`src/rtl/stby_pkg.sv`:
```
package stby_pkg;
  typedef enum logic [2:0] {
    ST_RUN,
    ST_FLUSH,
    ST_BLANK,
    ST_STANDBY,
    ST_EXIT
  } stby_state_e;

  // Flush length in oscillator cycles for a divider select value.
  function automatic int unsigned flush_len(input logic [1:0] sel, input int unsigned base);
    case (sel)
      2'b10:   return base * 2;
      2'b11:   return base * 4;
      default: return base;
    endcase
  endfunction
endpackage

```
`src/rtl/stby_down_cnt.sv`:
```
module stby_down_cnt #(
  parameter int W = 7
) (
  input  logic         clk,
  input  logic         rst_n,
  input  logic         load,
  input  logic [W-1:0] load_val,
  input  logic         dec,
  output logic [W-1:0] cnt,
  output logic         zero
);
  always_ff @(posedge clk) begin
    if (!rst_n)                cnt <= '0;
    else if (load)             cnt <= load_val;
    else if (dec && cnt != '0) cnt <= cnt - W'(1);
  end

  assign zero = (cnt == '0);

  assert_cnt_step_R1: assert property (@(posedge clk) disable iff (!rst_n)
    (!load && dec && !zero) |=> (cnt == $past(cnt) - W'(1)));
endmodule

```
`src/rtl/stby_wake_qual.sv`:
```
module stby_wake_qual #(
  parameter int SYNC_STAGES = 2,
  parameter int WAKE_MIN    = 2
) (
  input  logic clk,
  input  logic rst_n,
  input  logic wake_async,
  input  logic arm,
  output logic wake_evt
);
  localparam int HW = (WAKE_MIN < 2) ? 1 : $clog2(WAKE_MIN);

  logic [SYNC_STAGES-1:0] sync_q;
  logic [SYNC_STAGES:0]   sync_nxt;
  logic                   wake_s;
  logic [HW-1:0]          hi_cnt;

  assign sync_nxt = {sync_q, wake_async};

  always_ff @(posedge clk) begin
    if (!rst_n) sync_q <= '0;
    else        sync_q <= sync_nxt[SYNC_STAGES-1:0];
  end

  assign wake_s = sync_q[SYNC_STAGES-1];

  // Run length of synchronized high samples seen while armed, saturating.
  always_ff @(posedge clk) begin
    if (!rst_n)                               hi_cnt <= '0;
    else if (!arm || !wake_s)                 hi_cnt <= '0;
    else if (hi_cnt != HW'(WAKE_MIN - 1))     hi_cnt <= hi_cnt + HW'(1);
  end

  assign wake_evt = arm && wake_s && (hi_cnt == HW'(WAKE_MIN - 1));

  assert_min_width_R4: assert property (@(posedge clk) disable iff (!rst_n)
    (WAKE_MIN > 1 && wake_evt) |-> ($past(wake_s) && $past(arm)));
endmodule

```
`src/rtl/stby_en_decode.sv`:
```
module stby_en_decode
  import stby_pkg::*;
(
  input  stby_state_e st,
  output logic        sys_clk_en,
  output logic        cpu_clk_en,
  output logic        per_clk_en,
  output logic        pll_en,
  output logic        wdog_clk_en,
  output logic        standby
);
  logic gated;

  always_comb begin
    unique case (st)
      ST_BLANK, ST_STANDBY: gated = 1'b1;
      default:              gated = 1'b0;
    endcase
  end

  assign sys_clk_en  = !gated;
  assign cpu_clk_en  = !gated;
  assign per_clk_en  = !gated;
  assign pll_en      = 1'b1;
  assign wdog_clk_en = 1'b1;
  assign standby     = gated;
endmodule

```
`src/rtl/stby_seq_ctrl.sv`:
```
module stby_seq_ctrl
  import stby_pkg::*;
#(
  parameter int FLUSH_BASE  = 16,
  parameter int BLANK_CYC   = 5,
  parameter int EXIT_LAT    = 8,
  parameter int WAKE_MIN    = 2,
  parameter int SYNC_STAGES = 2
) (
  input  logic       clk_osc,
  input  logic       rst_n,
  input  logic       idle_req,
  input  logic [1:0] div_sel,
  input  logic       wake_in,
  input  logic       int_en,
  output logic       sys_clk_en,
  output logic       cpu_clk_en,
  output logic       per_clk_en,
  output logic       pll_en,
  output logic       wdog_clk_en,
  output logic       standby,
  output logic       resume,
  output logic       irq_go
);
  localparam int FLUSH_MAX = FLUSH_BASE * 4;
  localparam int CNT_MAX0  = (FLUSH_MAX > BLANK_CYC) ? FLUSH_MAX : BLANK_CYC;
  localparam int CNT_MAX   = (CNT_MAX0 > EXIT_LAT) ? CNT_MAX0 : EXIT_LAT;
  localparam int CW        = $clog2(CNT_MAX + 1);

  stby_state_e state_q, state_d;
  logic          cnt_load, cnt_dec, cnt_zero, wake_evt, arm;
  logic [CW-1:0] cnt_val, cnt_q;

  assign arm = (state_q == ST_STANDBY);

  stby_wake_qual #(.SYNC_STAGES(SYNC_STAGES), .WAKE_MIN(WAKE_MIN)) u_wake (
    .clk(clk_osc), .rst_n(rst_n), .wake_async(wake_in), .arm(arm), .wake_evt(wake_evt)
  );

  stby_down_cnt #(.W(CW)) u_cnt (
    .clk(clk_osc), .rst_n(rst_n), .load(cnt_load), .load_val(cnt_val),
    .dec(cnt_dec), .cnt(cnt_q), .zero(cnt_zero)
  );

  always_comb begin
    state_d  = state_q;
    cnt_load = 1'b0;
    cnt_dec  = 1'b0;
    cnt_val  = '0;
    unique case (state_q)
      ST_RUN: if (idle_req) begin
        state_d  = ST_FLUSH;
        cnt_load = 1'b1;
        cnt_val  = CW'(flush_len(div_sel, FLUSH_BASE) - 1);
      end
      ST_FLUSH: if (cnt_zero) begin
        state_d  = ST_BLANK;
        cnt_load = 1'b1;
        cnt_val  = CW'(BLANK_CYC - 1);
      end else cnt_dec = 1'b1;
      ST_BLANK: if (cnt_zero) state_d = ST_STANDBY;
                else          cnt_dec = 1'b1;
      ST_STANDBY: if (wake_evt) begin
        state_d  = ST_EXIT;
        cnt_load = 1'b1;
        cnt_val  = CW'(EXIT_LAT - 1);
      end
      ST_EXIT: if (cnt_zero) state_d = ST_RUN;
               else          cnt_dec = 1'b1;
      default: state_d = ST_RUN;
    endcase
  end

  always_ff @(posedge clk_osc) begin
    if (!rst_n) state_q <= ST_RUN;
    else        state_q <= state_d;
  end

  stby_en_decode u_dec (
    .st(state_q), .sys_clk_en(sys_clk_en), .cpu_clk_en(cpu_clk_en),
    .per_clk_en(per_clk_en), .pll_en(pll_en), .wdog_clk_en(wdog_clk_en),
    .standby(standby)
  );

  assign resume = (state_q == ST_EXIT) && cnt_zero;
  assign irq_go = resume && int_en;

  // Observation counter for the flush window, independent of the down counter.
  logic [1:0] div_lat;
  logic [CW:0] flush_obs;
  always_ff @(posedge clk_osc) begin
    if (!rst_n) begin
      div_lat   <= 2'b00;
      flush_obs <= '0;
    end else if (state_q == ST_RUN) begin
      flush_obs <= '0;
      if (idle_req) div_lat <= div_sel;
    end else if (state_q == ST_FLUSH) begin
      flush_obs <= flush_obs + 1'b1;
    end
  end

  assert_flush_len_R1: assert property (@(posedge clk_osc) disable iff (!rst_n)
    (state_q == ST_BLANK && $past(state_q) == ST_FLUSH)
      |-> (flush_obs == (CW+1)'(flush_len(div_lat, FLUSH_BASE))));

  assert_gated_R2: assert property (@(posedge clk_osc) disable iff (!rst_n)
    (state_q == ST_STANDBY) |-> (!per_clk_en && !cpu_clk_en && pll_en && wdog_clk_en));

  assert_blank_drop_R3: assert property (@(posedge clk_osc) disable iff (!rst_n)
    (state_q == ST_FLUSH || state_q == ST_BLANK) |-> !wake_evt);

  assert_clk_before_resume_R5: assert property (@(posedge clk_osc) disable iff (!rst_n)
    (EXIT_LAT > 1 && resume) |-> $past(sys_clk_en));

  assert_resume_single_R5: assert property (@(posedge clk_osc) disable iff (!rst_n)
    resume |=> !resume);

  assert_idle_ignored_R7: assert property (@(posedge clk_osc) disable iff (!rst_n)
    (state_q == ST_FLUSH && idle_req && !cnt_zero)
      |=> (state_q == ST_FLUSH && cnt_q == $past(cnt_q) - CW'(1)));
endmodule

```
`config.mk`:
```
export PLATFORM = sky130hd
export DESIGN_NAME = stby_seq_ctrl
export DESIGN_NICKNAME = d
export VERILOG_FILES = /design/src/rtl/stby_pkg.sv /design/src/rtl/stby_down_cnt.sv /design/src/rtl/stby_wake_qual.sv /design/src/rtl/stby_en_decode.sv /design/src/rtl/stby_seq_ctrl.sv
export SDC_FILE = /design/constraint.sdc
export NUM_CORES = 1
export LEC_CHECK = 0
export BUFFER_PORTS_ARGS = -buffer_cell sky130_fd_sc_hd__clkbuf_2
export CORE_MARGIN = 2
export CORE_UTILIZATION = 52
export DETAILED_ROUTE_END_ITERATION = 10
export GPL_ROUTABILITY_DRIVEN = 0
export PLACE_DENSITY = 0.79
export RECOVER_POWER = 100
export SKIP_LAST_GASP = 1
export SLEW_MARGIN = 25
export SYNTH_ARGS = -nofsm -noshare
export SYNTH_HDL_FRONTEND = slang
export SYNTH_SLANG_ARGS = --single-unit
```
`constraint.sdc`:
```
create_clock -name clk_osc -period 2.7 [get_ports clk_osc]
set_input_delay 0.54 -clock clk_osc [delete_from_list [all_inputs] [get_ports clk_osc]]
set_output_delay 0.54 -clock clk_osc [all_outputs]
set_load 0.01 [all_outputs]
```
==> metrics <==
run status=finished clean; Crit Path Class=reg2out; Final ANT Viol Nets=0; final hold slack=436 ps; Critical Path RT=2160 ps; Tcrit/Tclk final=0.960; Arr. time, crit path=2050 ps; via count=702; post-synthesis mux area share=0.0144; pin count of the biggest net entering global routing=14; Synth Area in XOR/XNOR=0.0337; Max Freq=386 MHz; Pins Over Slew Limit=0; final setup fails=0; Die W=42.8 µm; Pleak=0.347 nW; Min-Delay Endpoint=u_wake.sync_q[1]; Reg clk slew, reported paths=80 ps; Starting Density=0.578; Netlist cell types=40; simple-gate share of the synthesized area=0.293; GRT Overall Usage=0.194; CTS Hold Bufs=0; dominant cells by area after synthesis=dfxtp_1 (33%), nand3_1 (4.5%), nor2_1 (4.3%); hold_sp=u_wake.sync_q[0]; Post-synth EDFFs=0; Mean Syn Cell Area=8.31 µm²; Yosys top cell area share=0.333; crit path from=u_cnt.cnt[1]; I/O Pins=15; Yosys warnings=0; final wirelength=1560 µm; number of max-cap violations=0; CP Max Fanout=4; H-tree levels=1; RSZ-0062 raised after global routing=no; share of layout cells above drive strength 1=0.212; largest area contributor in the netlist=dfxtp_1; final hold violation count=0; DR vias/cell=5.90; CTS tree=done; crit end category=primary output; drt first pass iters=4; Hold Path Depth=1; worst-margin pin slew=660 ps; nature of the critical path startpoint=flip-flop; Final TNS setup=0 ps; Syn Std Cell Area=781 µm²; first-pass GRT wire length=2660 µm; DRT iter0 DRCs=14; DR WL/cell=13.1 µm; top-count cell post-synth=dfxtp_1; combinational family with the most area after synthesis=simple AND/OR/NAND/NOR gates; r2r startpoint=u_cnt.cnt[1]; Fin Clk Skew=2.83 ps; FF-to-FF setup slack=190 ps; Worst slew margin=0.556; Sink Count=13; Async S/R FF share, synth=0; number of remaining DRC errors=0; Main synth FF type=dfxtp_1; Post-Synth Adder-Cell Area=0.0160; Port Buf Inserts=12; Power Dens Cells=1130 nW/µm²; Die Footprint=1830 µm²; GRT Residual Overflow=0; Max VDD drop=0.587 mV; post-detail-place hpwl=1130 µm; initial antenna violation count=0; Seq/Total Area, Yosys=0.333; area of the core=1350 µm²; row count=13; Area Growth Syn to Fin=8.33%; die height=42.8 µm; #FFs+latches synth=13; Synth Instances=94; post-layout min period=2590 ps; Compound-Gate Fraction of Synth Area=0.224; nets=113; most frequent cells after synthesis=dfxtp_1 (13), nor2_1 (9), nand2_1 (8), nand3_1 (7), a21oi_1 (5); number of global-route vias before repair=621; CTS root buf=clkbuf_4; Num CTS Buffers=3; worst-skew pair later-pin latency=290 ps; reg2reg end=u_cnt.cnt[1]; worst reg2reg path depth=8; min-delay worst type=reg2reg; antenna cells=0; Max clock buf depth=2
==> metal layers <==
layer | vias to the layer above | wire length, µm | share of wire | GRT usage
met5 | - | 0 | 0 | 0
met1 | 329 | 709 | 0.46 | 0.221
met2 | 22 | 728 | 0.47 | 0.321
met3 | 4 | 98 | 0.063 | 0.0809
li1 | 347 | - | - | -
met4 | 0 | 20 | 0.013 | 0.0688
==> through the flow <==
| step | area, µm² | util | instances | power (mW) | setup slack [ps] |
|---|---|---|---|---|---|
| after CTS | 853 | 0.632 | 119 | 0.972 | 30.0 |
| final | 846 | 0.627 | 119 | 0.958 | 107 |
| after global routing | 846 | 0.627 | 119 | 1.04 | 3.93 |
| after detailed placement | 816 | 0.604 | 114 | 0.821 | 316 |
| after global placement | 816 | 0.604 | 114 | 0.806 | 373 |
| after floorplan | 785 | - | 95 | 0.737 | 351 |
==> worst max-delay path, cell delays in order, from the launching register on <==
cell	delay, ps
dfxtp_1	330
inv_1	90
ha_4	150
or4b_4	460
or3_4	380
nor2_4	120
and2_1	120
clkbuf_2	120
==> sequential cells by signal, indices dropped and copies added (netlist names) <==
| signal | count |
|---|---|
| state_q | 3 |
| u_cnt.cnt | 7 |
| u_wake.sync_q | 2 |
| u_wake.hi_cnt | 1 |
==> logic make-up after synthesis <==
family,after synthesis
mux,1
simple gates,41
xor+xnor,3
buf+inv,12
other cells,1
fa+ha+maj,1
flops,13
compound gates,22
==> area by class of cell <==
| type | count | area, µm² |
|---|---|---|
| Fill cell | 123 | 504 |
| Multi-Input combinational cell | 70 | 467 |
| Sequential cell | 13 | 260 |
| Timing Repair Buffer | 13 | 57.6 |
| Clock buffer | 3 | 22.5 |
| Tap cell | 15 | 18.8 |
| Inverter | 4 | 15.0 |
| Clock inverter | 1 | 5.00 |
==> cell usage in the layout, fill, tap and decap left out, types with 2 or more instances in the layout <==
cell type  instances
dfxtp_1           13
nor2_1             8
nand2_1            8
nand3_1            7
clkbuf_2           7
a21oi_1            6
clkbuf_1           6
inv_1              3
nand2b_1           3
nor3_1             3
clkbuf_4           3
and2_1             2
xor2_1             2
o21ai_0            2
and2_0             2
o31ai_1            2
conb_1             2
==> power breakdown <==
group          internal, mW  total (mW)  leakage (nW)  switching, mW
registers             0.246       0.324         0.107         0.0784
logic                 0.226       0.508         0.222          0.282
clock network        0.0552       0.126        0.0177         0.0712
total                 0.527       0.958         0.347          0.431
==> worst max path at each step <==
stage / end / slack (ps) / depth (start not counted)
floorplan: irq_go / 350 / 6
global placement: irq_go / 370 / 7
detailed placement: irq_go / 320 / 7
CTS: irq_go / 30 / 7
global route: irq_go / 4 / 7
finish: irq_go / 110 / 7
==> what timing repair did <==
action | CTS | global route
endpoints found under the setup margin | 1 | 1
pin swaps | 0 | 1
setup buffers | 1 | 0
resized for setup | 1 | 4
Note: power is estimated with default switching activity, not from simulation.
